==> src/rtl/poly_decim_pkg.sv <==
package poly_decim_pkg;

    localparam int PD_DATA_W = 8;
    localparam int PD_COEF_W = 8;
    localparam int PD_OUT_W  = 16;
    localparam int PD_DECIM  = 3;
    localparam int PD_TPP    = 3;

    typedef enum logic [1:0] {
        ACC_LOAD = 2'd0,
        ACC_ADD  = 2'd1,
        ACC_EMIT = 2'd2
    } acc_op_e;

    function automatic acc_op_e phase_to_op(input int phase, input int decim);
        if (phase == decim - 1)
            return ACC_EMIT;
        else if (phase == 0)
            return ACC_LOAD;
        else
            return ACC_ADD;
    endfunction

endpackage

==> src/rtl/pd3_phase_seq.sv <==
module pd3_phase_seq
    import poly_decim_pkg::*;
#(
    parameter int DECIM = PD_DECIM,
    parameter int PH_W  = $clog2(DECIM)
) (
    input  logic            clk,
    input  logic            rst,
    input  logic            in_valid,
    output logic [PH_W-1:0] phase,
    output acc_op_e         op
);

    localparam logic [PH_W-1:0] LAST_PH = PH_W'(DECIM - 1);

    always_ff @(posedge clk) begin
        if (rst) begin
            phase <= '0;
        end else if (in_valid) begin
            if (phase == LAST_PH)
                phase <= '0;
            else
                phase <= phase + 1'b1;
        end
    end

    always_comb begin
        op = phase_to_op(int'(phase), DECIM);
    end

    AST_PHASE_RANGE: assert property (@(posedge clk) disable iff (rst)
        int'(phase) < DECIM);
    AST_PHASE_IDLE_HOLD: assert property (@(posedge clk) disable iff (rst)
        !in_valid |=> $stable(phase));

endmodule

==> src/rtl/pd3_coef_bank.sv <==
module pd3_coef_bank
    import poly_decim_pkg::*;
#(
    parameter int COEF_W = PD_COEF_W,
    parameter int DECIM  = PD_DECIM,
    parameter int TPP    = PD_TPP,
    parameter int TAPS   = DECIM * TPP,
    parameter int AW     = $clog2(TAPS),
    parameter int PH_W   = $clog2(DECIM)
) (
    input  logic                        clk,
    input  logic                        rst,
    input  logic                        wr_en,
    input  logic [AW-1:0]               wr_addr,
    input  logic [COEF_W-1:0]           wr_data,
    input  logic [PH_W-1:0]             phase,
    output logic [TPP-1:0][COEF_W-1:0]  sel_coef
);

    logic [TAPS-1:0][COEF_W-1:0] bank;
    logic                        addr_ok;

    assign addr_ok = int'(wr_addr) < TAPS;

    always_ff @(posedge clk) begin
        if (rst) begin
            bank <= '0;
        end else if (wr_en && addr_ok) begin
            bank[wr_addr] <= wr_data;
        end
    end

    // Subfilter for phase p, tap i, uses prototype index (DECIM-1-p) + DECIM*i
    for (genvar i = 0; i < TPP; i++) begin : g_sel
        logic [AW-1:0] idx;
        always_comb begin
            idx = AW'((DECIM - 1 - int'(phase)) + DECIM * i);
            sel_coef[i] = bank[idx];
        end
    end

    AST_COEF_BAD_ADDR: assert property (@(posedge clk) disable iff (rst)
        (wr_en && !addr_ok) |=> $stable(bank));

endmodule

==> src/rtl/pd3_subfilter.sv <==
module pd3_subfilter
    import poly_decim_pkg::*;
#(
    parameter int TPP    = PD_TPP,
    parameter int PROD_W = PD_DATA_W + PD_COEF_W,
    parameter int ACC_W  = PROD_W + 5
) (
    input  logic                       clk,
    input  logic                       rst,
    input  logic                       en,
    input  logic [TPP-1:0][PROD_W-1:0] prod,
    output logic signed [ACC_W-1:0]    part
);

    // Transposed chain: stage[i] holds the pending sum for tap i.
    logic signed [ACC_W-1:0] stage [1:TPP];
    logic signed [ACC_W-1:0] ext   [0:TPP-1];

    for (genvar i = 0; i < TPP; i++) begin : g_ext
        assign ext[i] = ACC_W'($signed(prod[i]));
    end

    assign stage[TPP] = '0;

    for (genvar i = 1; i < TPP; i++) begin : g_stage
        always_ff @(posedge clk) begin
            if (rst)
                stage[i] <= '0;
            else if (en)
                stage[i] <= ext[i] + stage[i+1];
        end
    end

    assign part = ext[0] + stage[1];

endmodule

==> src/rtl/pd3_frame_acc.sv <==
module pd3_frame_acc
    import poly_decim_pkg::*;
#(
    parameter int ACC_W = 21,
    parameter int OUT_W = PD_OUT_W
) (
    input  logic                    clk,
    input  logic                    rst,
    input  logic                    in_valid,
    input  acc_op_e                 op,
    input  logic signed [ACC_W-1:0] part,
    output logic                    out_valid,
    output logic [OUT_W-1:0]        out_data
);

    localparam logic signed [ACC_W-1:0] SAT_HI =
        $signed({{(ACC_W-OUT_W+1){1'b0}}, {(OUT_W-1){1'b1}}});
    localparam logic signed [ACC_W-1:0] SAT_LO =
        $signed({{(ACC_W-OUT_W+1){1'b1}}, {(OUT_W-1){1'b0}}});

    logic signed [ACC_W-1:0] acc;
    logic signed [ACC_W-1:0] total;
    logic [OUT_W-1:0]        clipped;

    assign total = acc + part;

    always_comb begin
        if (total > SAT_HI)
            clipped = SAT_HI[OUT_W-1:0];
        else if (total < SAT_LO)
            clipped = SAT_LO[OUT_W-1:0];
        else
            clipped = total[OUT_W-1:0];
    end

    always_ff @(posedge clk) begin
        if (rst) begin
            acc       <= '0;
            out_valid <= 1'b0;
            out_data  <= '0;
        end else begin
            out_valid <= 1'b0;
            if (in_valid) begin
                unique case (op)
                    ACC_LOAD: acc <= part;
                    ACC_ADD:  acc <= total;
                    ACC_EMIT: begin
                        acc       <= '0;
                        out_data  <= clipped;
                        out_valid <= 1'b1;
                    end
                    default:  acc <= acc;
                endcase
            end
        end
    end

    AST_OUT_SINGLE: assert property (@(posedge clk) disable iff (rst)
        out_valid |=> !out_valid);
    AST_OUT_AFTER_LAST: assert property (@(posedge clk) disable iff (rst)
        out_valid |-> $past(in_valid && op == ACC_EMIT));
    AST_OUT_HOLD: assert property (@(posedge clk) disable iff (rst)
        !out_valid |-> $stable(out_data));

endmodule

==> src/rtl/poly_decim3.sv <==
module poly_decim3
    import poly_decim_pkg::*;
#(
    parameter int DATA_W = PD_DATA_W,
    parameter int COEF_W = PD_COEF_W,
    parameter int OUT_W  = PD_OUT_W,
    parameter int DECIM  = PD_DECIM,
    parameter int TPP    = PD_TPP
) (
    input  logic              clk,
    input  logic              rst,
    input  logic              in_valid,
    input  logic [DATA_W-1:0] in_data,
    input  logic              coef_we,
    input  logic [3:0]        coef_addr,
    input  logic [COEF_W-1:0] coef_data,
    output logic              out_valid,
    output logic [OUT_W-1:0]  out_data
);

    localparam int TAPS   = DECIM * TPP;
    localparam int AW     = $clog2(TAPS);
    localparam int PH_W   = $clog2(DECIM);
    localparam int PROD_W = DATA_W + COEF_W;
    localparam int ACC_W  = PROD_W + $clog2(TAPS) + 1;

    logic [PH_W-1:0]                 phase;
    acc_op_e                         op;
    logic [TPP-1:0][COEF_W-1:0]      coef_sel;
    logic [TPP-1:0][PROD_W-1:0]      prod_bus;
    logic [DECIM-1:0][ACC_W-1:0]     sub_part;
    logic signed [ACC_W-1:0]         active_part;

    pd3_phase_seq #(.DECIM(DECIM), .PH_W(PH_W)) u_seq (
        .clk      (clk),
        .rst      (rst),
        .in_valid (in_valid),
        .phase    (phase),
        .op       (op)
    );

    pd3_coef_bank #(
        .COEF_W (COEF_W), .DECIM (DECIM), .TPP (TPP),
        .TAPS   (TAPS),   .AW    (AW),    .PH_W (PH_W)
    ) u_coef (
        .clk      (clk),
        .rst      (rst),
        .wr_en    (coef_we),
        .wr_addr  (AW'(coef_addr)),
        .wr_data  (coef_data),
        .phase    (phase),
        .sel_coef (coef_sel)
    );

    // Shared multiplier bank: one product per tap of the active phase
    for (genvar i = 0; i < TPP; i++) begin : g_mul
        logic signed [PROD_W-1:0] p;
        assign p = $signed(in_data) * $signed(coef_sel[i]);
        assign prod_bus[i] = p;
    end

    for (genvar ph = 0; ph < DECIM; ph++) begin : g_sub
        logic                    en;
        logic signed [ACC_W-1:0] part;
        assign en = in_valid && (int'(phase) == ph);
        pd3_subfilter #(.TPP(TPP), .PROD_W(PROD_W), .ACC_W(ACC_W)) u_sub (
            .clk  (clk),
            .rst  (rst),
            .en   (en),
            .prod (prod_bus),
            .part (part)
        );
        assign sub_part[ph] = part;
    end

    always_comb begin
        active_part = '0;
        for (int ph = 0; ph < DECIM; ph++) begin
            if (int'(phase) == ph)
                active_part = $signed(sub_part[ph]);
        end
    end

    pd3_frame_acc #(.ACC_W(ACC_W), .OUT_W(OUT_W)) u_acc (
        .clk       (clk),
        .rst       (rst),
        .in_valid  (in_valid),
        .op        (op),
        .part      (active_part),
        .out_valid (out_valid),
        .out_data  (out_data)
    );

endmodule

==> config.mk <==
export PLATFORM = sky130hd
export DESIGN_NAME = poly_decim3
export DESIGN_NICKNAME = d
export VERILOG_FILES = /design/src/rtl/poly_decim_pkg.sv /design/src/rtl/pd3_phase_seq.sv /design/src/rtl/pd3_coef_bank.sv /design/src/rtl/pd3_subfilter.sv /design/src/rtl/pd3_frame_acc.sv /design/src/rtl/poly_decim3.sv
export SDC_FILE = /design/constraint.sdc
export NUM_CORES = 1
export LEC_CHECK = 0
export ABC_AREA = 1
export BUFFER_PORTS_ARGS = -buffer_cell sky130_fd_sc_hd__buf_2
export CAP_MARGIN = 25
export CORE_MARGIN = 8
export CORE_UTILIZATION = 37
export DETAILED_ROUTE_END_ITERATION = 10
export MAX_ROUTING_LAYER = met4
export PLACE_DENSITY = 0.64
export SLEW_MARGIN = 30
export SYNTH_ARGS = -nofsm -noshare
export SYNTH_HDL_FRONTEND = slang
export SYNTH_SLANG_ARGS = --single-unit
==> constraint.sdc <==
create_clock -name clk -period 9.6 [get_ports clk]
set_input_delay 0.96 -clock clk [delete_from_list [all_inputs] [get_ports clk]]
set_output_delay 0.96 -clock clk [all_outputs]
set_load 0.05 [all_outputs]
==> impl_metrics.json <==
{
  "syn_nets": 3578,
  "power_density_nw_per_um2": 365.5,
  "core-area_um2": 59910,
  "synthTopCellsByArea": "dfxtp_1, fa_1, ha_1",
  "critPathKind": "reg2reg",
  "clock_sinks": 211,
  "vias": 20470,
  "finClkSkew_ps": 22.07,
  "ctsRootBufferMaster": "clkbuf_16",
  "maxSlewViolCount": 0,
  "cts_buffer_depth": 3,
  "yosys.cell_count.top_type": "inv_1",
  "synth_cells": 3170,
  "cp.arrival_ps": 9440,
  "drt.antenna.violating_nets": 0,
  "synth_edf_count": 0,
  "track_usage_pct": 19.83,
  "required_ps": 10080,
  "hold_viol_final": 0,
  "rows": 90,
  "via_per_inst": 5.147,
  "dp_hpwl_um": 52380,
  "numCtsBuffers": 26,
  "status": "complete, no violations",
  "cts.clk_slew.worst_paths_ps": 60,
  "io_buffers": 40,
  "wl_per_cell_um": 16.71,
  "synth_flop_cell": "dfxtp_1",
  "maxCapViolCount": 0,
  "hold_ws_ps": 482.9,
  "synthArstFlopShare_pct": 0,
  "setup_tns_ps": 0,
  "antenna_found_initial": 3,
  "cts-htree-levels": 1,
  "ys_types": 58,
  "worst_pin_slew_ps": 984.6,
  "slowest_delay_ps": 510,
  "synthesis.area_um2": 22260,
  "drc_errors": 0,
  "yosysTopAreaCell": "dfxtp_1",
  "drt-total-wl_um": 66430,
  "ios": 41,
  "die_h_um": 261.3,
  "overflow": 0,
  "ir_drop_mv": 0.1909,
  "layout.nets": 3583,
  "initial_core_util_pct": 37.16,
  "timing.slew.headroom_pct": 33.92,
  "insertion_delay_ps": 560,
  "grt_pass1_vias": 19640,
  "worstPathMaxFanout": 11,
  "yosys_warnings": 0,
  "first_pass_iters": 6,
  "die-area_um2": 68270,
  "crit_top_cell": "nand2_1",
  "yosys-top-cells-count": "inv_1, nand2_1, nor2_1",
  "hold_path.class": "reg2reg",
  "yosysSeqAreaShare_pct": 18.97,
  "grt_pass1_wl_um": 106200,
  "area_growth_pct": 8.757,
  "start_kind": "flip-flop",
  "fin_crit_sh_pct": 93.34,
  "die_w_um": 261.3,
  "synth_area_per_cell_um2": 7.023,
  "synthDominantCellAreaShare_pct": 18.97,
  "gp_congestion": 0.9492,
  "p_leak_nw": 12.12,
  "setup_viol": 0,
  "nFillCells": 6355,
  "min_period_ps": 8961,
  "final-seq-area_um2": 4225,
  "multi_input_area_um2": 15780,
  "clock.fmax_ghz": 0.1116,
  "postLayoutCoreUtil_pct": 40.41,
  "grt_max_degree": 75,
  "cp_slowest_cell": "fa_1",
  "drt-initial-drc-count": 1546,
  "crit_path_end_kind": "flip-flop",
  "ys_ff_latch": 211,
  "cts_tree": "done",
  "drive_gt1_share_pct": 6.326
}
-- critical path: cells and delay by family, from the launching register on --
kind,cells,cell delay (ps)
xor gates and xnor gates,2,370
AOI/OAI and AO/OA,8,1100
DFF,1,360
buffers and inverters,10,1140
and+or+nand+nor,22,2610
adders and majority gates,8,3290
-- state kept, by name, summed over array words and instances (netlist names) --
register / flops
g_sub.u_sub.stage: 99
u_acc.acc: 21
u_acc.out_data: 16
u_acc.out_valid: 1
u_coef.bank: 72
u_seq.phase: 2
-- cells by family after synthesis --
kind of cell    count (synthesis)  share of synthesized area, %
compound gates                692                         17.37
xor+xnor                      104                         4.193
fa+ha+maj                     384                         27.42
buf+inv                       609                         10.41
flops                         211                         18.97
mux                             7                        0.3148
simple gates                 1163                         21.31
-- routing by layer --
layer | track usage, % | wire (µm)
met2 | 31.68 | 29940
met5 | - | 0
met1 | 26.61 | 30840
met4 | 5.979 | 2096
met3 | 1.763 | 3560
-- worst paths after layout --
kind,startpoint,endpoint,slack [ps],cells past startpoint
hold reg to reg,u_coef.bank[31]$_SDFFE_PP0P_,u_coef.bank[31]$_SDFFE_PP0P_,480,2
setup / recovery,u_seq.phase[0]$_SDFFE_PP0P_,u_acc.out_data[0]$_SDFFE_PP0P_,640,50
hold / removal,u_coef.bank[31]$_SDFFE_PP0P_,u_coef.bank[31]$_SDFFE_PP0P_,480,2
setup reg to reg,u_seq.phase[0]$_SDFFE_PP0P_,u_acc.out_data[0]$_SDFFE_PP0P_,640,50
-- cell usage in the layout (no fill, tap or decap), types with 11 or more instances in the layout --
master	n
o31ai_1	11
nand4_1	11
clkbuf_16	26
xor2_1	51
o21ai_1	14
or2_2	12
buf_4	39
o221ai_1	20
nand3_1	105
xnor2_1	48
buf_2	40
nor3_1	11
ha_1	210
a31oi_1	17
inv_1	487
nand2_2	16
a21o_1	12
nor2_1	486
a21oi_1	226
a21oi_2	15
fa_1	173
dfxtp_1	210
o22ai_1	22
nand2_1	489
o211ai_1	20
o21ai_0	298
-- timing repair --
| action | 4_1_cts | 5_1_grt |
|---|---|---|
| resized for setup | 0 | 21 |
| setup buffers | 0 | 4 |
| endpoints found under the setup margin | 0 | 21 |
| hold buffers | 0 | 0 |
-- layout make-up --
type,count,share of cell area [%]
Multi-Input combinational cell,2351,65.18
Sequential cell,211,17.45
Inverter,505,7.866
Tap cell,782,4.041
Clock buffer,34,2.935
Timing Repair Buffer,80,2.083
Clock inverter,12,0.4341
Antenna cell,1,0.01034
-- power by group --
group,total (mW),internal (mW),switching (mW)
Sequential,1.03,0.961,0.0717
Combinational,6.87,2.38,4.49
Clock,0.949,0.548,0.401
Total,8.85,3.89,4.96
-- through the flow --
step / cells / area [µm²] / total power [mW] / worst slack [ps]
after floorplan: 3170 / 22260 / 6.133 / 526.6
after global placement: 3924 / 23290 / 7.733 / 295.4
after detailed placement: 3924 / 23290 / 7.734 / 188.6
after CTS: 3970 / 24100 / 8.733 / 142.4
after global routing: 3975 / 24210 / 9.814 / -27.37
final: 3976 / 24210 / 8.848 / 639.5
Note: power is estimated with default switching activity, not from simulation.
